[src/rtl/ckpt_pkg.sv]
package ckpt_pkg;
  typedef enum logic [2:0] {
    ST_RUN,
    ST_SAVE,
    ST_WB,
    ST_DRAIN,
    ST_REST,
    ST_BYP,
    ST_INVAL
  } ckpt_st_e;
endpackage

[src/rtl/ckpt_occ.sv]
module ckpt_occ #(
  parameter int WBUF_DEPTH = 8,
  localparam int OCC_W = $clog2(WBUF_DEPTH + 1)
) (
  input  logic             clk_i,
  input  logic             rst_ni,
  input  logic             wr_i,
  input  logic             rd_i,
  input  logic             gate_i,
  input  logic             clear_i,
  output logic             full_o,
  output logic             empty_o,
  output logic [OCC_W-1:0] occ_o
);
  localparam logic [OCC_W-1:0] OCC_MAX = OCC_W'(WBUF_DEPTH);

  logic [OCC_W-1:0] occ_q;
  logic             inc, dec;

  assign inc = wr_i && (occ_q != OCC_MAX);
  // commits only count while the drain gate is open
  assign dec = rd_i && gate_i && (occ_q != '0);

  always_ff @(posedge clk_i or negedge rst_ni) begin
    if (!rst_ni) begin
      occ_q <= '0;
    end else if (clear_i) begin
      occ_q <= '0;
    end else begin
      case ({inc, dec})
        2'b10:   occ_q <= occ_q + 1'b1;
        2'b01:   occ_q <= occ_q - 1'b1;
        default: occ_q <= occ_q;
      endcase
    end
  end

  assign full_o  = (occ_q == OCC_MAX);
  assign empty_o = (occ_q == '0);
  assign occ_o   = occ_q;
endmodule

[src/rtl/ckpt_intvl.sv]
module ckpt_intvl #(
  parameter int INTVL_LONG  = 1000,
  parameter int INTVL_SHORT = 250,
  localparam int CNT_W = $clog2(INTVL_LONG + 1)
) (
  input  logic clk_i,
  input  logic rst_ni,
  input  logic run_i,
  input  logic mark_i,
  output logic hit_o
);
  localparam logic [CNT_W-1:0] LIM_L = CNT_W'(INTVL_LONG - 1);
  localparam logic [CNT_W-1:0] LIM_S = CNT_W'(INTVL_SHORT - 1);

  logic [CNT_W-1:0] cnt_q;
  logic [CNT_W-1:0] lim;
  logic             seen_q;

  assign lim   = seen_q ? LIM_S : LIM_L;
  assign hit_o = run_i && (cnt_q == lim);

  always_ff @(posedge clk_i or negedge rst_ni) begin
    if (!rst_ni) begin
      cnt_q  <= '0;
      seen_q <= 1'b0;
    end else begin
      if (mark_i) seen_q <= 1'b1;
      // any non-run cycle restarts the interval
      if (!run_i)      cnt_q <= '0;
      else if (!hit_o) cnt_q <= cnt_q + 1'b1;
    end
  end
endmodule

[src/rtl/ckpt_seq.sv]
module ckpt_seq
  import ckpt_pkg::*;
(
  input  logic     clk_i,
  input  logic     rst_ni,
  input  logic     attack_i,
  input  logic     full_i,
  input  logic     empty_i,
  input  logic     hit_i,
  input  logic     save_ack_i,
  input  logic     wb_ack_i,
  input  logic     rest_ack_i,
  input  logic     inval_ack_i,
  output ckpt_st_e state_o,
  output logic     rollback_o,
  output logic     flush_o,
  output logic     clear_o
);
  ckpt_st_e st_q, st_d;
  logic     flush_q;

  assign rollback_o = (st_q == ST_RUN) && attack_i;

  always_comb begin
    st_d = st_q;
    unique case (st_q)
      ST_RUN: begin
        if (attack_i)           st_d = ST_REST;
        else if (full_i || hit_i) st_d = ST_SAVE;
      end
      ST_SAVE:  if (save_ack_i)  st_d = ST_WB;
      ST_WB:    if (wb_ack_i)    st_d = ST_DRAIN;
      ST_DRAIN: if (empty_i)     st_d = ST_RUN;
      ST_REST:  if (rest_ack_i)  st_d = ST_BYP;
      ST_BYP:   if (!attack_i)   st_d = ST_INVAL;
      ST_INVAL: if (inval_ack_i) st_d = ST_RUN;
      default:                   st_d = ST_RUN;
    endcase
  end

  always_ff @(posedge clk_i or negedge rst_ni) begin
    if (!rst_ni) begin
      st_q    <= ST_RUN;
      flush_q <= 1'b0;
    end else begin
      st_q    <= st_d;
      flush_q <= rollback_o;
    end
  end

  assign state_o = st_q;
  assign flush_o = flush_q;
  assign clear_o = flush_q;
endmodule

[src/rtl/ckpt_ctrl.sv]
module ckpt_ctrl
  import ckpt_pkg::*;
#(
  parameter int INTVL_LONG  = 1000,
  parameter int INTVL_SHORT = 250,
  parameter int WBUF_DEPTH  = 8
) (
  input  logic clk_i,
  input  logic rst_ni,
  input  logic attack_i,
  input  logic wbuf_wr_i,
  input  logic wbuf_rd_i,
  output logic save_req_o,
  input  logic save_ack_i,
  output logic wb_req_o,
  input  logic wb_ack_i,
  output logic restore_req_o,
  input  logic restore_ack_i,
  output logic flush_o,
  output logic wbuf_clear_o,
  output logic wbuf_drain_o,
  output logic cpu_halt_o,
  output logic bypass_o,
  output logic llc_inval_req_o,
  input  logic llc_inval_ack_i
);
  localparam int OCC_W = $clog2(WBUF_DEPTH + 1);

  ckpt_st_e         state;
  logic             rollback, full, empty, hit, run;
  logic [OCC_W-1:0] occ;

  assign run = (state == ST_RUN);

  ckpt_occ #(.WBUF_DEPTH(WBUF_DEPTH)) u_occ (
    .clk_i   (clk_i),
    .rst_ni  (rst_ni),
    .wr_i    (wbuf_wr_i),
    .rd_i    (wbuf_rd_i),
    .gate_i  (wbuf_drain_o),
    .clear_i (rollback),
    .full_o  (full),
    .empty_o (empty),
    .occ_o   (occ)
  );

  ckpt_intvl #(.INTVL_LONG(INTVL_LONG), .INTVL_SHORT(INTVL_SHORT)) u_intvl (
    .clk_i  (clk_i),
    .rst_ni (rst_ni),
    .run_i  (run),
    .mark_i (rollback),
    .hit_o  (hit)
  );

  ckpt_seq u_seq (
    .clk_i       (clk_i),
    .rst_ni      (rst_ni),
    .attack_i    (attack_i),
    .full_i      (full),
    .empty_i     (empty),
    .hit_i       (hit),
    .save_ack_i  (save_ack_i),
    .wb_ack_i    (wb_ack_i),
    .rest_ack_i  (restore_ack_i),
    .inval_ack_i (llc_inval_ack_i),
    .state_o     (state),
    .rollback_o  (rollback),
    .flush_o     (flush_o),
    .clear_o     (wbuf_clear_o)
  );

  assign save_req_o      = (state == ST_SAVE);
  assign wb_req_o        = (state == ST_WB);
  assign wbuf_drain_o    = (state == ST_DRAIN);
  assign restore_req_o   = (state == ST_REST);
  assign llc_inval_req_o = (state == ST_INVAL);
  assign bypass_o        = (state == ST_REST) || (state == ST_BYP);
  assign cpu_halt_o      = !run && (state != ST_BYP);
endmodule

[config.mk]
export PLATFORM = sky130hd
export DESIGN_NAME = ckpt_ctrl
export DESIGN_NICKNAME = d
export VERILOG_FILES = /design/src/rtl/ckpt_pkg.sv /design/src/rtl/ckpt_occ.sv /design/src/rtl/ckpt_intvl.sv /design/src/rtl/ckpt_seq.sv /design/src/rtl/ckpt_ctrl.sv
export SDC_FILE = /design/constraint.sdc
export NUM_CORES = 1
export LEC_CHECK = 0
export ABC_CLOCK_PERIOD_IN_PS = 2350
export CORE_ASPECT_RATIO = 1.75
export CORE_MARGIN = 5
export CORE_UTILIZATION = 47
export DETAILED_ROUTE_END_ITERATION = 8
export PLACE_DENSITY = 0.74
export SLEW_MARGIN = 5
export SYNTH_ARGS = -nofsm -noshare
export SYNTH_HDL_FRONTEND = slang
export SYNTH_SLANG_ARGS = --single-unit
[constraint.sdc]
create_clock -name clk_i -period 2.35 [get_ports clk_i]
set_input_delay 0.47 -clock clk_i [delete_from_list [all_inputs] [get_ports clk_i]]
set_output_delay 0.47 -clock clk_i [all_outputs]
set_load 0.01 [all_outputs]
==> results of run 1 <==
## repair_timing
action | in CTS | in global routing
resized for setup | 0 | 6
endpoints found under the hold margin | 0 | 0
setup endpoints to repair | 0 | 2
buffers inserted | 0 | 0
## cell type report
class / instances / area, µm² / share of cell area
sequential: 19 / 477 / 0.321
multi-input combinational: 95 / 671 / 0.452
tap: 26 / 32.5 / 0.0219
clock buffer: 4 / 45.0 / 0.0303
inverter: 6 / 22.5 / 0.0152
timing repair buffer: 26 / 238 / 0.160
## worst max path at each step
stage / from / end / slack [ns] / cells after the start
finish: u_occ.occ_o[0] / u_occ.occ_o[2] / 0.13 / 12
global route: u_occ.occ_o[1] / u_occ.occ_o[3] / -0.05 / 11
CTS: u_occ.occ_o[1] / u_occ.occ_o[2] / 0.05 / 12
detailed placement: wbuf_rd_i / u_occ.occ_o[3] / -0.11 / 9
global placement: wbuf_rd_i / u_occ.occ_o[3] / -0.07 / 9
floorplan: u_occ.occ_o[1] / u_occ.occ_o[3] / 0.08 / 10
## power groups by stage
stage                     Sequential [mW]  Clock [mW]  Combinational, mW
after floorplan                     0.470           0              0.551
after global routing                0.481       0.250              0.948
final                               0.469       0.227              0.852
after CTS                           0.461       0.233              0.841
after detailed placement            0.466           0              0.835
after global placement              0.461           0              0.820
## cell usage after synthesis (all sizes together)
cell type and instances:
a31oi 2, or2 2, or4b 1, and2 1, or3 3, a21oi 11, dfrtp 19, o31ai 1
buf 2, nand3 7, xnor2 3, nor4 1, clkbuf 5, mux2i 4, o32a 1, nor2 13
nand2 5, ha 5, nand3b 1, nor2b 3, o22ai 1, o21a 2, nor3 4, nor4b 1
nand2b 2, nor3b 2, and3 5, nand4b 2, xor2 8, o21ai 4, inv 6
## critical path, cell delays in order, from the launching register on
cell and delay, ns:
dfrtp_1 0.39, nor4_2 0.28, buf_4 0.16, nor3b_1 0.06, ha_2 0.21, buf_4 0.15
xor2_1 0.14, ha_1 0.19, a21oi_1 0.14, xor2_1 0.16, nor2_1 0.06, a21oi_1 0.12
nor2_1 0.05
## stage by stage
stage	power [mW]	area (µm²)	hold slack [ns]
after floorplan	1.02	1180	0.174
after global placement	1.28	1410	0.473
after detailed placement	1.30	1410	0.481
after CTS	1.53	1450	0.526
after global routing	1.68	1490	0.535
final	1.55	1490	0.519
## state kept, by name, summed over array words and instances, names as in the netlist
signal          cells
u_intvl.cnt_q      10
u_intvl.seen_q      1
u_occ.occ_o         4
u_seq.clear_o       1
u_seq.state_o       3
## cells by family (layout without fill, tap and decap cells)
group,after synthesis,after routing,share of synthesized area
AOI/OAI and AO/OA,22,22,0.121
muxes,4,4,0.0338
adders and majority gates,5,5,0.0529
buffers and inverters,13,36,0.0592
xor gates and xnor gates,11,11,0.0814
DFF,19,19,0.402
and+or+nand+nor,53,53,0.251
## layer usage
| layer | vias to the layer above | share of wire |
|---|---|---|
| li1 | 484 | - |
| met1 | 452 | 0.39 |
| met2 | 10 | 0.57 |
| met3 | 5 | 0.018 |
| met4 | 0 | 0.023 |
| met5 | - | 0 |
==> summary.txt, run 1 <==
worst-margin pin slew = 0.327 ns
post-synth net total = 141
layout cells sized above 1 = 0.180
clk_lat worst skew = 0.26 ns
Critical Path Sink Type = register
clk slew on worst S/H paths = 0.07 ns
fin nets = 165
initial DRC count = 8
Relative slew margins = 0.779
vias in the first global route = 979
Gate power share = 0.551
Core Util, Final = 0.603
worst min path class = register to register
wire per inst = 13.7 µm
startpoint types = register
CTS tree = done
standard-cell rows = 24
CP required = 2.50 ns
die area = 3660 µm²
Hold Path End = u_intvl.seen_q
M2 GR Usage = 0.256
core area = 2460 µm²
PortBufs = 17
#FFs+latches synth = 19
area share of the largest cell type after synthesis = 0.402
maxcap violations = 0
Setup CP Type = register to register
worst hold start = u_intvl.seen_q
GRT met3 Usage = 0.0307
GR Util All Layers = 0.153
setup ws final = 0.131 ns
Reg2Reg Capture Point = u_occ.occ_o[2]
met1 usage = 0.167
total negative setup slack = 0 ns
Avg Cell Area, Syn = 9.32 µm²
placer congestion estimate = 0.811
grt total ovfl = 0
peak supply drop = 0.000561 V
Pint = 957 µW
Post-Route Skew = 0.00160 ns
Ys Warns = 0
Hold Path Depth = 1
Synth-to-Final Area Change = 25.5%
die width = 47.9 µm
Cell variety after synth = 37
Starting Density = 0.481
Max Clock Freq = 0.451 GHz
via count = 951
DRT Pass-1 Iters = 4
leading cell types in the layout, fill and taps excluded = dfrtp_1 (18), clkdlybuf4s50_1 (17), nor2_1 (13), a21oi_1 (10), buf_4 (9)
hold_buf cts = 0
largest net degree at the start of global routing = 20
Antenna Diode Count = 0
layer with the highest usage = met2
Post-Place Setup Slack = -0.107 ns
filler instances = 217
final wirelength = 2.41 mm
fin crit period = 2.22 ns
Num CTS Buffers = 3
antenna viol nets, final = 0
HPWL after detailed placement = 1.83 mm
Post-Syn Area = 1180 µm²
Synth area leader = dfrtp_1
sequential share of the synthesized area = 0.402
Ports = 18
crit path DAT = 2.37 ns
DRC viols = 0
final max-slew violation count = 0
critical-path maximum fanout = 4
Worst R2R Setup Slack = 0.13 ns
power density cells = 1040 nW/µm²
die extent in y = 76.4 µm
clock share of power = 0.146
Tcrit/Tclk final = 0.944
sw frac = 0.382
routed vias/inst = 5.40
P_sw = 591 µW
first-pass GRT wire length = 4.15 mm
non-filler cells in the finished layout = 176
sequential share of power = 0.303
Mapped Cells = 127
status = finished clean
initial antenna violation count = 0
Leak Pwr = 0.627 nW
final setup vio count = 0
most common cell after layout, fill and taps aside = dfrtp_1
top post-synthesis cells by area = dfrtp_1 (40%), xor2_1 (5.9%), ha_1 (5.3%), a21oi_1 (4.2%), nor2_1 (4.1%)
Root Driver = clkbuf_8
CTS max path bufs = 2
dpl cells = 172
R2R depth = 12
# H-tree levels = 1
Final Hold Vio Count = 0
r2r startpoint = u_occ.occ_o[0]
CTS Sinks = 19
Power figures use the tool's default switching activity.
==> inputs of run 2 (changes only) <==
--- a/config.mk
+++ b/config.mk
@@ -7,7 +7,6 @@
 export LEC_CHECK = 0
 export ABC_CLOCK_PERIOD_IN_PS = 2350
 export CORE_ASPECT_RATIO = 1.75
-export CORE_MARGIN = 5
 export CORE_UTILIZATION = 47
 export DETAILED_ROUTE_END_ITERATION = 8
 export PLACE_DENSITY = 0.74
==> summary.txt, run 2 (synthesis gave the netlist of run 1 again) <==
Relative slew margins = 0.762 (-0.0165)
standard-cell rows = 23 (-4.2%)
Post-DP Area = 1420 µm² (+0.98%)
largest net degree at the start of global routing = 20 (unchanged)
critical-path maximum fanout = 6 (+2)
Critical Path Sink Type = register
r2r startpoint = u_occ.occ_o[1]
initial DRC count = 7 (-1)
first-pass GRT wire length = 3.91 mm (-6.0%)
Post-Route Skew = 0.00244 ns (+0.000847 ns)
most common cell after layout, fill and taps aside = dfrtp_1
antenna viol nets, final = 0 (unchanged)
Final Hold Vio Count = 0 (unchanged)
peak supply drop = 0.000590 V (+5.3%)
CTS Sinks = 19 (unchanged)
final max-slew violation count = 0 (unchanged)
total negative setup slack = 0 ns (unchanged)
via count = 994 (+4.5%)
crit path DAT = 2.36 ns (about the same)
Largest Register = u_intvl.cnt_q
final wirelength = 2.56 mm (+6.5%)
CTS tree = done
Core Util, Final = 0.636 (+0.0324)
die width = 39.9 µm (-17%)
maxcap violations = 0 (unchanged)
GR Util All Layers = 0.207 (+0.0542)
max reg flops = 10 (unchanged)
vias in the first global route = 1,016 (+3.8%)
DRT Pass-1 Iters = 4 (unchanged)
core area = 2330 µm² (-5.3%)
crit-path cells = buf_4 > nor3_1 > nand2_1 > nand2_1 > ha_2 > ha_1 > a31oi_1 > o22ai_1 > nor3_2 > xnor2_1 > nor2_1
Ports = 18 (unchanged)
PostCTS Resize Cnt = 0 (unchanged)
die extent in y = 68.4 µm (-10%)
Worst R2R Setup Slack = 0.13 ns (about the same)
Starting Density = 0.508 (+0.0271)
DRC viols = 0 (unchanged)
Crit. Startpoint = u_occ.occ_o[1]
Worst path slowest cell = dfrtp_1
Reg2Reg Capture Point = u_occ.occ_o[3]
Critical Path Most Common Cell = nand2_1
# H-tree levels = 1 (unchanged)
Hold Path End = u_intvl.seen_q
design area = 1480 µm² (-0.25%)
clk slew on worst S/H paths = 0.07 ns (about the same)
Synth-to-Final Area Change = 25.2%
Antenna Diode Count = 0 (unchanged)
layout cells sized above 1 = 0.178 (-0.00237)
Leak Pwr = 0.641 nW (+2.2%)
Setup CP Type = register to register
Tcrit/Tclk final = 0.943 (-0.00104)
Max Clock Freq = 0.451 GHz (+0.11%)
Root Driver = clkbuf_8
non-filler cells in the finished layout = 177 (+0.57%)
worst hold start = u_intvl.seen_q
slowest stage delay, CP = 0.38 ns (about the same)
HPWL after detailed placement = 2.00 mm (+9.2%)
power density cells = 1050 nW/µm² (+1.0%)
worst min path class = register to register
PortBufs = 17 (unchanged)
startpoint types = register
die area = 2730 µm² (-25%)
fin nets = 167 (+1.2%)
CP required = 2.49 ns (about the same)
leading cell types in the layout, fill and taps excluded = dfrtp_1 (19), clkdlybuf4s50_1 (17), nor2_1 (13), buf_4 (11), a21oi_1 (9)
routed vias/inst = 5.62 (+3.9%)
status = finished clean
initial antenna violation count = 0 (unchanged)
clk_lat worst skew = 0.26 ns (about the same)
Hold Path Depth = 1 (unchanged)
wire per inst = 14.5 µm (+5.9%)
Post-CTS Setup Repair Bufs = 0 (unchanged)
R2R depth = 11 (-1)
hold_buf cts = 0 (unchanged)
grt total ovfl = 0 (unchanged)
dpl cells = 173 (+0.58%)
placer congestion estimate = 0.756 (-6.7%)
Num CTS Buffers = 3 (unchanged)
fin crit period = 2.22 ns (-0.00245 ns)
final setup vio count = 0 (unchanged)
CTS max path bufs = 2 (unchanged)
worst-margin pin slew = 0.357 ns (+0.0293 ns)
## run 2: report_power, final
part | total, mW | switching [mW] | leakage (nW) | internal, mW
clock | 0.223 | 0.102 | 0.0228 | 0.121
sequential | 0.463 | 0.0584 | 0.248 | 0.404
combinational | 0.874 | 0.445 | 0.370 | 0.430
## run 2: stage by stage
stage | setup WS [ns] | power, mW | hold slack (ns)
detailed placement | -0.157 | 1.33 | 0.486
CTS | 0.0926 | 1.56 | 0.503
global placement | -0.0596 | 1.29 | 0.470
global route | -0.0114 | 1.66 | 0.539
floorplan | 0.0844 | 1.02 | 0.174
finish | 0.133 | 1.56 | 0.512
## run 2: worst max path at each step
stage	endpoint	depth (start not counted)
after floorplan	u_occ.occ_o[3]	10
after global placement	u_occ.occ_o[3]	9
after detailed placement	u_occ.occ_o[3]	9
after CTS	u_occ.occ_o[2]	12
after global routing	u_occ.occ_o[3]	11
final	u_occ.occ_o[3]	11
## run 2: final cells by class
type / count / area [µm²]
Timing Repair Buffer: 28 / 253
Sequential cell: 19 / 475
Multi-Input combinational cell: 95 / 654
Fill cell: 194 / 850
Tap cell: 25 / 31.3
Inverter: 6 / 22.5
Clock buffer: 4 / 45.0
## run 2: worst max-delay path: cells and delay by family (launching register included)
family	cells	cell delay, ns
adders and majority gates	2	0.46
DFF	1	0.38
xor gates and xnor gates	1	0.14
AOI/OAI and AO/OA	2	0.34
buffers and inverters	1	0.16
and+or+nand+nor	5	0.62
## run 2: layer usage
| metal | track usage | routed length (µm) |
|---|---|---|
| met5 | 0 | 0 |
| met4 | 0.0905 | 40 |
| met3 | 0.0292 | 25 |
| met2 | 0.415 | 1570 |
| met1 | 0.180 | 926 |
==> inputs of run 3 (changes only) <==
==> constraint.sdc (replaced) <==
create_clock -name clk_i -period 2.35 [get_ports clk_i]
set_input_delay 0.235 -clock clk_i [delete_from_list [all_inputs] [get_ports clk_i]]
set_output_delay 0.235 -clock clk_i [all_outputs]
set_load 0.01 [all_outputs]
==> summary.txt, run 3 (synthesis gave the netlist of run 1 again) <==
Post-Route Skew = 0.00174 ns (-0.000706 ns)
Tcrit/Tclk final = 0.932 (-0.0114)
Post-Place Setup Slack = -0.113 ns (+0.0439 ns)
Leak Pwr = 0.617 nW (-3.7%)
CTS Sinks = 19 (unchanged)
crit-path cells = buf_4 > nor3_1 > nand2_1 > nand2_2 > ha_4 > ha_4 > a31oi_1 > o22ai_1 > nor3_1 > xnor2_1 > nor2_1
Worst R2R Setup Slack = 0.16 ns (+0.03 ns)
vias in the first global route = 903 (-11%)
CP required = 2.49 ns (about the same)
Num CTS Buffers = 3 (unchanged)
initial antenna violation count = 0 (unchanged)
slowest stage delay, CP = 0.41 ns (+0.03 ns)
worst min path class = input port to async pin
clk slew on worst S/H paths = 0.07 ns (about the same)
Setup CP Type = register to register
grt total ovfl = 0 (unchanged)
Crit. Startpoint = u_occ.occ_o[1]
Antenna Diode Count = 0 (unchanged)
worst hold margin = 0.438 ns (-0.0741 ns)
Critical Path Sink Type = register
setup ws final = 0.160 ns (+0.0268 ns)
core area = 2330 µm² (unchanged)
HPWL after detailed placement = 1.86 mm (-7.3%)
Final Hold Vio Count = 0 (unchanged)
final max-slew violation count = 0 (unchanged)
final setup vio count = 0 (unchanged)
Worst path slowest cell = dfrtp_1
Reg2Reg Capture Point = u_occ.occ_o[3]
Core Util, Final = 0.633 (-0.00215)
CP delay by family, top = simple AND/OR/NAND/NOR gates
dpl cells = 167 (-3.5%)
Synth-to-Final Area Change = 24.7%
Pwr Total = 1.55 mW (-0.80%)
total negative setup slack = 0 ns (unchanged)
filler instances = 197 (+1.5%)
critical-path maximum fanout = 6 (unchanged)
maxcap violations = 0 (unchanged)
Post-DP Area = 1380 µm² (-3.2%)
CTS tree = done
die width = 39.9 µm (unchanged)
max reg flops = 10 (unchanged)
unrepaired setup endpoints after global routing = false
CTS max path bufs = 2 (unchanged)
initial DRC count = 16 (+9)
DRC viols = 0 (unchanged)
Critical path buffers and inverters = 1 (unchanged)
die extent in y = 68.4 µm (unchanged)
non-filler cells in the finished layout = 172 (-2.8%)
antenna viol nets, final = 0 (unchanged)
R2R depth = 11 (unchanged)
design area = 1480 µm² (-0.34%)
fin crit period = 2.19 ns (-0.0268 ns)
# H-tree levels = 1 (unchanged)
die area = 2730 µm² (unchanged)
peak supply drop = 0.000578 V (-2.0%)
status = finished clean
crit path DAT = 2.33 ns (-0.03 ns)
Root Driver = clkbuf_8
power density cells = 1050 nW/µm² (-0.46%)
Relative slew margins = 0.471 (-0.291)
DRT Pass-1 Iters = 4 (unchanged)
fin nets = 162 (-3.0%)
Largest Register = u_intvl.cnt_q
worst-margin pin slew = 0.791 ns (+0.434 ns)
largest net degree at the start of global routing = 20 (unchanged)
Ports = 18 (unchanged)
via count = 942 (-5.2%)
standard-cell rows = 23 (unchanged)
Starting Density = 0.508 (unchanged)
leading cell types in the layout, fill and taps excluded = dfrtp_1 (19), clkdlybuf4s50_1 (17), nor2_1 (13), a21oi_1 (10), xor2_1 (8)
layout cells sized above 1 = 0.163 (-0.0144)
r2r startpoint = u_occ.occ_o[1]
clk_lat worst skew = 0.26 ns (about the same)
PortBufs = 17 (unchanged)
routed vias/inst = 5.48 (-2.5%)
first-pass GRT wire length = 3.69 mm (-5.5%)
startpoint types = register
GR Util All Layers = 0.197 (-0.0106)
final wirelength = 2.37 mm (-7.5%)
most common cell after layout, fill and taps aside = dfrtp_1
Max Clock Freq = 0.457 GHz (+1.2%)
placer congestion estimate = 0.784 (+3.6%)
wire per inst = 13.8 µm (-4.8%)
## run 3: area by class of cell
type                       count  area (µm²)  share of cell area
clock buffer                   3        41.3              0.0280
tap                           25        31.3              0.0212
sequential                    19         475               0.322
multi-input combinational     95         686               0.464
clock inverter                 1        5.00             0.00339
inverter                       6        22.5              0.0153
timing repair buffer          23         215               0.146
## run 3: where the power goes
group / switching (mW) / internal (mW) / total (mW)
combinational: 0.423 / 0.424 / 0.847
clock: 0.104 / 0.118 / 0.222
sequential: 0.0741 / 0.404 / 0.478
total: 0.601 / 0.946 / 1.55
## run 3: metal layers
layer	track usage	vias up	routed length (µm)
li1	-	478	-
met1	0.200	454	894
met2	0.381	8	1410
met3	0.0195	2	27
met4	0.0647	0	31
met5	0	-	0
## run 3: worst max-delay path by stage
stage | end | cells after the start | slack, ns
3_3_place_gp | u_occ.occ_o[3] | 9 | 0.03
4_1_cts | u_occ.occ_o[3] | 11 | 0.002
5_1_grt | u_occ.occ_o[3] | 11 | 0.05
2_1_floorplan | u_occ.occ_o[3] | 10 | 0.08
6_report | u_occ.occ_o[3] | 11 | 0.16
3_5_place_dp | u_occ.occ_o[3] | 9 | -0.11
## run 3: timing repair
action,4_1_cts,5_1_grt
gates cloned,0,0
setup endpoints to repair,1,1
buffers inserted,0,1
hold buffers,0,0
resized for setup,3,4
pin swaps,0,2
